===== config.mk =====
export PLATFORM = sky130hd
export DESIGN_NAME = legacy_shadow_router
export DESIGN_NICKNAME = d
export VERILOG_FILES = /design/src/rtl/lmsr_pkg.sv /design/src/rtl/lmsr_shadow_regs.sv /design/src/rtl/lmsr_seg_select.sv /design/src/rtl/lmsr_region_decode.sv /design/src/rtl/legacy_shadow_router.sv
export SDC_FILE = /design/constraint.sdc
export NUM_CORES = 1
export LEC_CHECK = 0
export CORE_AREA = 2 2 65 82
export DETAILED_ROUTE_END_ITERATION = 6
export DIE_AREA = 0 0 67 84
export GPL_TIMING_DRIVEN = 0
export PLACE_DENSITY = 0.82
export SLEW_MARGIN = 20
export SYNTH_ARGS = -nofsm -noshare
export SYNTH_HDL_FRONTEND = slang
export SYNTH_HIERARCHICAL = 1
export SYNTH_SLANG_ARGS = --single-unit

===== constraint.sdc =====
create_clock -name clk -period 6 [get_ports clk]
set_input_delay 0.9 -clock clk [delete_from_list [all_inputs] [get_ports clk]]
set_output_delay 0.9 -clock clk [all_outputs]
set_load 0.01 [all_outputs]

===== src/rtl/lmsr_pkg.sv =====
package lmsr_pkg;

  typedef enum logic [1:0] {
    TGT_RAM = 2'd0,
    TGT_DEV = 2'd1,
    TGT_ROM = 2'd2
  } tgt_e;

  localparam int NUM_REGS   = 7;
  localparam int NUM_SEGS   = 2 * NUM_REGS;
  localparam int REG_IDX_W  = 3;
  localparam int SEG_IDX_W  = $clog2(NUM_SEGS);
  localparam int LEGACY_W   = 20;

  localparam logic [LEGACY_W-1:0] DEV_BASE = 20'hA0000;
  localparam logic [LEGACY_W-1:0] ROM_BASE = 20'hC0000;

endpackage


===== src/rtl/lmsr_shadow_regs.sv =====
module lmsr_shadow_regs
  import lmsr_pkg::*;
#(
  parameter int NREG  = NUM_REGS,
  parameter int IDX_W = REG_IDX_W
) (
  input  logic              clk,
  input  logic              rst_n,
  input  logic              wr_en,
  input  logic [IDX_W-1:0]  idx,
  input  logic [7:0]        wdata,
  output logic [7:0]        rdata,
  output logic [2*NREG-1:0] rd_steer,
  output logic [2*NREG-1:0] wr_steer
);

  // steer[r][n] = {write steer, read steer} of nibble n of register r
  logic [NREG-1:0][1:0][1:0] steer;

  for (genvar r = 0; r < NREG; r++) begin : g_reg
    always_ff @(posedge clk or negedge rst_n) begin
      if (!rst_n) begin
        steer[r] <= '0;
      end else if (wr_en && idx == IDX_W'(r)) begin
        steer[r][0] <= wdata[1:0];
        steer[r][1] <= wdata[5:4];
      end
    end

    for (genvar n = 0; n < 2; n++) begin : g_nib
      assign rd_steer[2*r+n] = steer[r][n][0];
      assign wr_steer[2*r+n] = steer[r][n][1];
    end
  end

  always_comb begin
    rdata = '0;
    for (int r = 0; r < NREG; r++) begin
      if (idx == IDX_W'(r)) begin
        rdata = {2'b00, steer[r][1], 2'b00, steer[r][0]};
      end
    end
  end

endmodule


===== src/rtl/lmsr_seg_select.sv =====
module lmsr_seg_select
  import lmsr_pkg::*;
(
  input  logic [LEGACY_W-1:0]  addr,
  output logic [SEG_IDX_W-1:0] seg
);

  // Flat segment index = register*2 + nibble.
  // 0xF0000..0xFFFFF -> register 0, nibble chosen by bit 15.
  // 0xC0000..0xEFFFF -> 16 KB slices, slice k maps to flat index k+2.
  logic [5:0] slice;

  always_comb begin
    slice = addr[19:14] - 6'h30;
    if (addr[19:16] == 4'hF) begin
      seg = SEG_IDX_W'(addr[15]);
    end else begin
      seg = SEG_IDX_W'(slice[3:0] + 4'd2);
    end
  end

endmodule


===== src/rtl/lmsr_region_decode.sv =====
module lmsr_region_decode
  import lmsr_pkg::*;
#(
  parameter int ADDR_W = 32
) (
  input  logic [ADDR_W-1:0] addr,
  input  logic              write,
  input  logic              seg_rd,
  input  logic              seg_wr,
  output tgt_e              target,
  output logic [ADDR_W-1:0] faddr,
  output logic              hit
);

  localparam int HI_W = ADDR_W - LEGACY_W;

  logic [LEGACY_W-1:0] low;
  logic                above;
  logic                in_dev;
  logic                in_rom;
  logic                steer;
  logic [LEGACY_W-1:0] dev_off;
  logic [LEGACY_W-1:0] rom_off;

  assign low     = addr[LEGACY_W-1:0];
  assign above   = |addr[ADDR_W-1:LEGACY_W];
  assign in_dev  = !above && (low[19:17] == 3'b101);
  assign in_rom  = !above && (low[19:18] == 2'b11);
  assign steer   = write ? seg_wr : seg_rd;
  assign dev_off = low - DEV_BASE;
  assign rom_off = low - ROM_BASE;

  always_comb begin
    target = TGT_RAM;
    faddr  = addr;
    hit    = 1'b0;
    if (in_dev) begin
      target = TGT_DEV;
      faddr  = {{HI_W{1'b0}}, dev_off};
    end else if (in_rom) begin
      if (steer) begin
        hit = 1'b1;
      end else begin
        target = TGT_ROM;
        faddr  = {{HI_W{1'b0}}, rom_off};
      end
    end
  end

endmodule


===== src/rtl/legacy_shadow_router.sv =====
module legacy_shadow_router
  import lmsr_pkg::*;
#(
  parameter int ADDR_W = 32
) (
  input  logic                 clk,
  input  logic                 rst_n,
  input  logic                 req_valid,
  output logic                 req_ready,
  input  logic [ADDR_W-1:0]    req_addr,
  input  logic                 req_write,
  output logic                 rsp_valid,
  input  logic                 rsp_ready,
  output logic [1:0]           rsp_target,
  output logic [ADDR_W-1:0]    rsp_addr,
  output logic                 rsp_hit,
  input  logic                 reg_we,
  input  logic [REG_IDX_W-1:0] reg_idx,
  input  logic [7:0]           reg_wdata,
  output logic [7:0]           reg_rdata
);

  logic [NUM_SEGS-1:0]  rd_steer;
  logic [NUM_SEGS-1:0]  wr_steer;
  logic [SEG_IDX_W-1:0] seg;
  tgt_e                 target;

  lmsr_shadow_regs #(
    .NREG  (NUM_REGS),
    .IDX_W (REG_IDX_W)
  ) u_regs (
    .clk      (clk),
    .rst_n    (rst_n),
    .wr_en    (reg_we),
    .idx      (reg_idx),
    .wdata    (reg_wdata),
    .rdata    (reg_rdata),
    .rd_steer (rd_steer),
    .wr_steer (wr_steer)
  );

  lmsr_seg_select u_seg (
    .addr (req_addr[LEGACY_W-1:0]),
    .seg  (seg)
  );

  lmsr_region_decode #(
    .ADDR_W (ADDR_W)
  ) u_dec (
    .addr   (req_addr),
    .write  (req_write),
    .seg_rd (rd_steer[seg]),
    .seg_wr (wr_steer[seg]),
    .target (target),
    .faddr  (rsp_addr),
    .hit    (rsp_hit)
  );

  assign rsp_target = target;
  assign rsp_valid  = req_valid;
  assign req_ready  = rsp_ready;

endmodule


Word level (Yosys, flattened, before mapping)

Cells that the tools add are included.

Equal/unequal tests: 9
Muxes and demuxes: 22
Magnitude comparators: 1
Add/subtract/negate cells: 4
Reductions and logical operators: 12

Operators by type and width:

| cell                                                                 | number |
|---|---|
| 32-bit 2-to-1 mux                                                    | 3 |
| 6-bit 2-to-1 mux                                                     | 7 |
| 20-bit subtractor, second input constant                             | 2 |
| 3-bit == test, second input constant                                 | 4 |
| 12-bit OR reduction                                                  | 1 |
| 1-bit logical AND                                                    | 9 |
| 1-bit binary-select mux with 4-bit select                            | 2 |
| 3-bit by 2-bit == test with 1-bit output, second input constant      | 2 |
| 1-bit 2-to-1 mux                                                     | 6 |
| 2-bit 2-to-1 mux                                                     | 3 |
| 4-bit by 5-bit < comparator with 1-bit output, second input constant | 1 |
| 4-bit by 2-bit adder with 4-bit output, second input constant        | 1 |
| 4-bit == test, second input constant                                 | 1 |
| 4-bit 2-to-1 mux                                                     | 1 |
| 4-bit by 1-bit subtractor with 4-bit output, second input constant   | 1 |
| 3-bit by 1-bit == test with 1-bit output, second input constant      | 1 |
| 3-bit logical NOT                                                    | 1 |
| 2-bit == test, second input constant                                 | 1 |
| 1-bit logical NOT                                                    | 1 |

Flip-flop bits (word level): 28
Input bits: 49
Output and inout bits: 45
Word-level logic and storage cells: 62

Longest topological paths before layout

Gate-level depths: netlist (run 1).

Word-level depth: 9
Depth in mapped cells: 10
Mapped depth without buffers: 9

Cells and area by module

The synthesis (run 1) kept the hierarchy.

By module, submodules not included:

| module               | cells an instance | area each (µm²) | seq. area each (µm²) | instances |
|---|---|---|---|---|
| lmsr_shadow_regs     | 113               | 1,430.1         | 700.7                | 1 |
| lmsr_region_decode   | 54                | 406.6           | 0.0                  | 1 |
| legacy_shadow_router | 25                | 254.0           | 0.0                  | 1 |
| lmsr_seg_select      | 9                 | 77.6            | 0.0                  | 1 |

Least setup slack after synthesis (run 1)

OpenSTA, ideal clock, no wires.

Path kind: input -> output
Start: input port req_addr[16]
End: output port rsp_addr[19]
Cell stages on the path: 9
Slack: 2.011 ns
Required time: 5.100 ns
Arrival: 3.089 ns
Buffers on the path: 1
Cell sequence: nand4_2 -> mux2_4 -> buf_6 -> mux4_2 -> o32ai_1 -> a21oi_1 -> mux2_1 -> or3_1 -> a31oi_1

Elaborated cells between the ends (all ways): 14
Those cells by class: 4 x add/sub; 1 x eq/ne; 9 x mux

RTL lines:

| item                                                         | line                                                   | text |
|---|---|---|
| from (decl)                                                  | legacy_shadow_router.sv:10                             | `input logic [ADDR_W-1:0] req_addr,` |
| 4-bit == test (*)                                            | lmsr_seg_select.sv:15                                  | `if (addr[19:16] == 4'hF) begin` |
| 4-bit 2-to-1 mux (*)                                         | lmsr_seg_select.sv:15                                  |  |
| net seg[0]                                                   | legacy_shadow_router.sv:25                             | `logic [SEG_IDX_W-1:0] seg;` |
| 1-bit binary-select mux with 4-bit select (on tied branches) | legacy_shadow_router.sv:52, legacy_shadow_router.sv:53 |  |
| 1-bit 2-to-1 mux (on tied branches)                          | legacy_shadow_router.sv:52, legacy_shadow_router.sv:53 |  |
| 1-bit 2-to-1 mux (*)                                         | lmsr_region_decode.sv:29                               | `assign steer = write ? seg_wr : seg_rd;` |
| 32-bit 2-to-1 mux (*)                                        | lmsr_region_decode.sv:41                               | `if (steer) begin` |
| 32-bit 2-to-1 mux (*)                                        | lmsr_region_decode.sv:40                               | `end else if (in_rom) begin` |
| 32-bit 2-to-1 mux (*)                                        | lmsr_region_decode.sv:37                               | `if (in_dev) begin` |
| to (decl)                                                    | legacy_shadow_router.sv:15                             | `output logic [ADDR_W-1:0] rsp_addr,` |

The timed path passes the listed nets; every way through them passes the cells marked *. The select of a mux whose other input is x is not followed.

Final worst setup path (run 1)

Start: input port req_addr[18]
End: output port rsp_addr[18]

The elaborated chain is that of the path after synthesis.

==> results of run 1 <==
==> path summary, 6_finish.rpt <==
| kind | from | end | slack (ps) |
|---|---|---|---|
| hold reg to reg | u_regs/rd_steer[2] | u_regs/rd_steer[2] | 530 |
| setup / recovery | req_addr[18] | rsp_addr[18] | 680 |
| min in group asynchronous | rst_n | u_regs/wr_steer[9] | 640 |
| hold / removal | u_regs/rd_steer[2] | u_regs/rd_steer[2] | 530 |
| max in group asynchronous | rst_n | u_regs/rd_steer[0] | 4970 |
| setup reg to reg | u_regs/wr_steer[3] | u_regs/wr_steer[3] | 5180 |
==> layout make-up <==
cell class | count | area, um2 | share of cell area, %
Timing Repair Buffer | 69 | 686 | 23.0
Tap cell | 62 | 77.6 | 2.60
Clock buffer | 3 | 41.3 | 1.38
Multi-Input combinational cell | 129 | 1190 | 40.0
Buffer | 42 | 268 | 8.97
Inverter | 5 | 18.8 | 0.629
Sequential cell | 28 | 701 | 23.5
==> power by group through the flow <==
stage	Clock, mW	Combinational, mW	Sequential [mW]
6_report	0.0968	0.221	0.265
5_1_grt	0.107	0.241	0.271
4_1_cts	0.0985	0.222	0.265
3_5_place_dp	0	0.221	0.269
3_3_place_gp	0	0.215	0.268
2_1_floorplan	0	0.140	0.256
==> flip-flops by register name, summed over array words and instances, names as in the netlist <==
register and flops:
u_regs/wr_steer 14, u_regs/rd_steer 14
==> synthesized netlist by cell type (2+ instances only) <==
library cell and count:
dfrtp_1 28, buf_4 24, mux2_2 24, clkbuf_1 11, mux2i_1 10, a21oi_1 7
nand2b_1 7, nor2_1 6, o32ai_1 6, buf_2 5, mux2_1 5, mux2_4 5
a221oi_1 4, ha_1 4, nand2_1 4, o21ai_1 4, o2bb2ai_1 4, inv_1 3
nor4_4 3, and2_1 2, and3_1 2, inv_2 2, mux4_1 2, mux4_2 2
nand4_2 2, nor3_1 2, o211ai_1 2, o21ai_0 2, o22ai_1 2
==> through the flow <==
stage / hold slack (ps) / cell area (um2) / util [%]
4_1_cts: 529 / 2980 / 60.5
5_1_grt: 553 / 2980 / 60.5
3_3_place_gp: 499 / 2950 / 59.7
2_1_floorplan: 476 / 2180 / -
6_report: 535 / 2980 / 60.5
3_5_place_dp: 509 / 2940 / 59.6
==> metal layers <==
| layer | wire length (um) | GRT usage [%] |
|---|---|---|
| met1 | 1870 | 20.3 |
| met2 | 2660 | 34.8 |
| met3 | 592 | 4.59 |
| met4 | 44 | 3.53 |
| met5 | 0 | 0 |
==> logic make-up (layout without fill, tap and decap cells) <==
| group | Yosys count | in the layout | synth area share (%) |
|---|---|---|---|
| AND/OR/NAND/NOR | 40 | 40 | 13.7 |
| multiplexers | 48 | 48 | 27.6 |
| buffers and inverters | 47 | 119 | 13.2 |
| adder cells (fa/ha/maj) | 4 | 4 | 2.31 |
| AO/OA/AOI/OAI | 32 | 32 | 10.2 |
| other | 1 | 4 | 0.173 |
| flip-flops | 28 | 28 | 32.3 |
| XOR/XNOR | 1 | 1 | 0.404 |
==> flow_summary.json, run 1 <==
{
  "fin_crit_ps": 5320,
  "maxSlewViolCount": 0,
  "pwr-share-comb_pct": 37.9,
  "grt_first_pass_wirelength_um": 8140,
  "path_cells": "clkdlybuf4s50_1, and3_1, a21oi_1, nand2b_1, o22ai_1, o32ai_1, a21oi_1, mux2_1, or4_1, o211ai_1, clkdlybuf4s50_1",
  "overflow": 0,
  "place.gp.congestion": 0.805,
  "finalNonFillerCells": 338,
  "power_switching_share_pct": 29.7,
  "slew_headroom_pct": 59.1,
  "finalCritPeriodShare_pct": 88.6,
  "cp_max_fo": 6,
  "seq_power_share_pct": 45.5,
  "start_util_pct": 43.9,
  "synth_area_mm2": 0.00217,
  "dr.pass1.iters": 4,
  "dieArea_mm2": 0.00563,
  "layout_common_cells": "68 x clkdlybuf4s50_1, 28 x dfrtp_1, 24 x buf_4, 24 x mux2_2, 11 x clkbuf_1",
  "power.density_mw_per_mm2": 195,
  "crit_type": "in -> out",
  "setup.worst_path.end_class": "output port",
  "antenna_found_initial": 0,
  "worst_slew_pin_slew_ps": 608,
  "syn2layout_area_growth_pct": 37.6,
  "critPathSlowestCell": "clkdlybuf4s50_1",
  "cp.arrival_ps": 4420,
  "drtIter0Drc": 44,
  "drv_cap": 0,
  "crit_cells": 11,
  "start_kind": "input port",
  "synth_edf_count": 0,
  "die_w_um": 67,
  "vias": 1815,
  "layout-drive-gt1-share_pct": 27.5,
  "rsz0062_at_grt": "no",
  "numCtsBuffers": 3,
  "finalWorstSetupSlack_ps": 683,
  "p_clk_share_pct": 16.6,
  "cts-root-buf": "clkbuf_8",
  "fp-row-count": 29,
  "setup_viol": 0,
  "synthArstFlopShare_pct": 100,
  "wl_per_cell_um": 15.3,
  "avgViaCountPerCell": 5.37,
  "finalNetCount": 331,
  "fillers": 413,
  "rr_worst_depth": 1,
  "skew_ps": 0,
  "critPathBufInv": 2,
  "wirelength_um": 5160,
  "clock.fmax_mhz": 188,
  "port_buffers": 69,
  "final_common_cell": "clkdlybuf4s50_1",
  "drc": 0,
  "post_cts_buffers": 0,
  "ys_seq_area_share_pct": 32.3,
  "max_stage_delay_ps": 570,
  "antennaDiodeCount": 0,
  "cp.required_ps": 5100,
  "grt_max_degree": 29,
  "cts-resized-gates": 0,
  "clockBufferDepth": 2,
  "grt_pass1_vias": 1760,
  "postSynthCellCount": 201,
  "setup_tns_ps": 0,
  "p_total_uw": 583,
  "min_path_type": "reg -> reg",
  "whs_path_depth": 1,
  "yosysUniqueCellTypes": 46,
  "hold_viol": 0,
  "core_area_mm2": 0.00493,
  "dp.cells": 335,
  "hpwl_um": 4240,
  "cts_hold_buf": 0,
  "vdd_drop_max_v": 0.000194,
  "yosys_warnings": 6,
  "synthFlopType": "dfrtp_1",
  "synth.top_cell.area_share_pct": 32.3,
  "synth.avg_cell_area_um2": 10.8,
  "p_int_uw": 410,
  "synth_area_leaders": "dfrtp_1 32%, mux2_2 12%, buf_4 8.3%",
  "critPathTopFamily": "buffers and inverters",
  "grt_use_total_pct": 18.5,
  "pre_cts_slack_ps": 687,
  "cts_htree_levels": 1,
  "clock_latency_ps": 260,
  "die_y_um": 84,
  "ant_nets": 0,
  "synth_largest_area_cell": "dfrtp_1",
  "p_leak_nw": 1.27,
  "clkSinkCount": 28,
  "path_clk_slew_ps": 80,
  "status": "completed",
  "io_pins": 94,
  "cts_tree": "done",
  "p_sw_uw": 173,
  "ys_ff_latch": 28
}
No activity file was read; power rests on OpenSTA's default activity.
==> run 2, diff against run 1 <==
Settings changed: HOLD_SLACK_MARGIN set to 0.1.
==> results of run 2 <==
No change in the layout: final DEF, timing and power equal those of run 1.
==> run 3, diff against run 2 <==
Settings changed: CORE_AREA 2 2 65 82 to 2 2 60 76, DIE_AREA 0 0 67 84 to 0 0 62 78, DONT_BUFFER_PORTS set to 1, PLACE_DENSITY 0.82 to 0.66.
==> flow_summary.json, run 3 (synthesis gave the netlist of run 1 again) <==
{
  "cp.required_ps": 5100,
  "vias": 1570,
  "avgViaCountPerCell": 5.97,
  "fin_crit_ps": 4300,
  "grt_max_degree": 29,
  "post_cts_buffers": 0,
  "rsz0062_at_grt": "no",
  "max_stage_delay_ps": 520,
  "crit_type": "in -> out",
  "antennaDiodeCount": 0,
  "grt_first_pass_wirelength_um": 7220,
  "critPathSlowestCell": "a21oi_1",
  "fp-row-count": 26,
  "cts_hold_buf": 0,
  "wirelength_um": 4820,
  "hold_slack_ps": 311,
  "start_kind": "input port",
  "finalNetCount": 262,
  "finalNonFillerCells": 263,
  "critPathBufInv": 0,
  "die_w_um": 62,
  "grt_use_total_pct": 19.9,
  "cts_tree": "done",
  "hold_viol": 0,
  "clock_latency_ps": 270,
  "finalCritPeriodShare_pct": 71.7,
  "hpwl_um": 3870,
  "cts-resized-gates": 0,
  "min_path_type": "in -> async",
  "final_common_cell": "dfrtp_1",
  "drc": 0,
  "clkSinkCount": 28,
  "port_buffers": 0,
  "io_pins": 94,
  "start_util_pct": 53.3,
  "worst_slew_pin_slew_ps": 633,
  "critPathTopFamily": "compound AO/OA/AOI/OAI gates",
  "place.gp.congestion": 0.854,
  "clockBufferDepth": 2,
  "wl_per_cell_um": 18.3,
  "cts_htree_levels": 1,
  "cp_common_cell": "a21oi_1",
  "layout-drive-gt1-share_pct": 36.2,
  "p_total_uw": 526,
  "drv_cap": 0,
  "multi_input_area_mm2": 0.00119,
  "grt_pass1_vias": 1541,
  "path_cells": "and3_1, a21oi_1, mux4_2, o32ai_1, a21oi_1, mux2_1, or3_1, a31oi_1",
  "setup.worst_path.end_class": "output port",
  "p_leak_nw": 0.999,
  "clock.fmax_mhz": 233,
  "die_y_um": 78,
  "syn2layout_area_growth_pct": 5.66,
  "fillers": 363,
  "skew_ps": 0,
  "status": "completed",
  "power.density_mw_per_mm2": 230,
  "maxSlewViolCount": 0,
  "slew_headroom_pct": 57.5,
  "cp_max_fo": 6,
  "setup_viol": 0,
  "dieArea_mm2": 0.00484,
  "antenna_found_initial": 0,
  "cp.arrival_ps": 3400,
  "core_area_mm2": 0.00407,
  "drtIter0Drc": 55,
  "overflow": 0,
  "path_clk_slew_ps": 90,
  "cts-root-buf": "clkbuf_8",
  "final-seq-area_um2": 701,
  "dr.pass1.iters": 4,
  "layout_common_cells": "28 x dfrtp_1, 24 x buf_4, 24 x mux2_2, 11 x clkbuf_1, 10 x mux2i_1",
  "ant_nets": 0,
  "dp.cells": 260,
  "numCtsBuffers": 3,
  "final_util_pct": 56.3,
  "setup_tns_ps": 0,
  "vdd_drop_max_v": 0.000163
}
-- run 3: per-layer routing --
| metal | vias to the layer above | global-route usage [%] | routed length [um] |
|---|---|---|---|
| met4 | 0 | 6.17 | 77 |
| met3 | 8 | 4.17 | 418 |
| met1 | 762 | 22.1 | 1790 |
| li1 | 721 | - | - |
| met5 | - | 0 | 0 |
| met2 | 79 | 35.8 | 2540 |
-- run 3: final timing paths --
path                               startpoint                  end  slack (ps)  depth (start not counted)
hold / removal                          rst_n  u_regs/rd_steer[12]         310                          0
setup / recovery                 req_addr[16]         rsp_addr[19]        1700                          8
min in group clk           u_regs/rd_steer[2]   u_regs/rd_steer[2]         540                          1
max in group asynchronous               rst_n   u_regs/wr_steer[7]        5620                          0
hold reg to reg            u_regs/rd_steer[2]   u_regs/rd_steer[2]         540                          1
setup reg to reg           u_regs/wr_steer[3]   u_regs/wr_steer[3]        5180                          1
-- run 3: power breakdown --
part,switching [mW],internal (mW)
Clock,0.0549,0.0451
Sequential,0.0348,0.230
Combinational,0.0681,0.0931
Total,0.158,0.369
-- run 3: layout make-up --
class	count	share of cell area, %
tap	56	3.06
multi-input combinational	129	52.0
clock buffer	3	1.80
inverter	5	0.819
sequential	28	30.6
buffer	42	11.7
-- run 3: stage by stage --
| stage | worst slack, ps | instance area, um2 |
|---|---|---|
| 6_report | 1700 | 2290 |
| 5_1_grt | 1570 | 2290 |
| 4_1_cts | 1710 | 2290 |
| 3_5_place_dp | 1710 | 2250 |
| 3_3_place_gp | 1790 | 2250 |
| 2_1_floorplan | 2010 | 2180 |
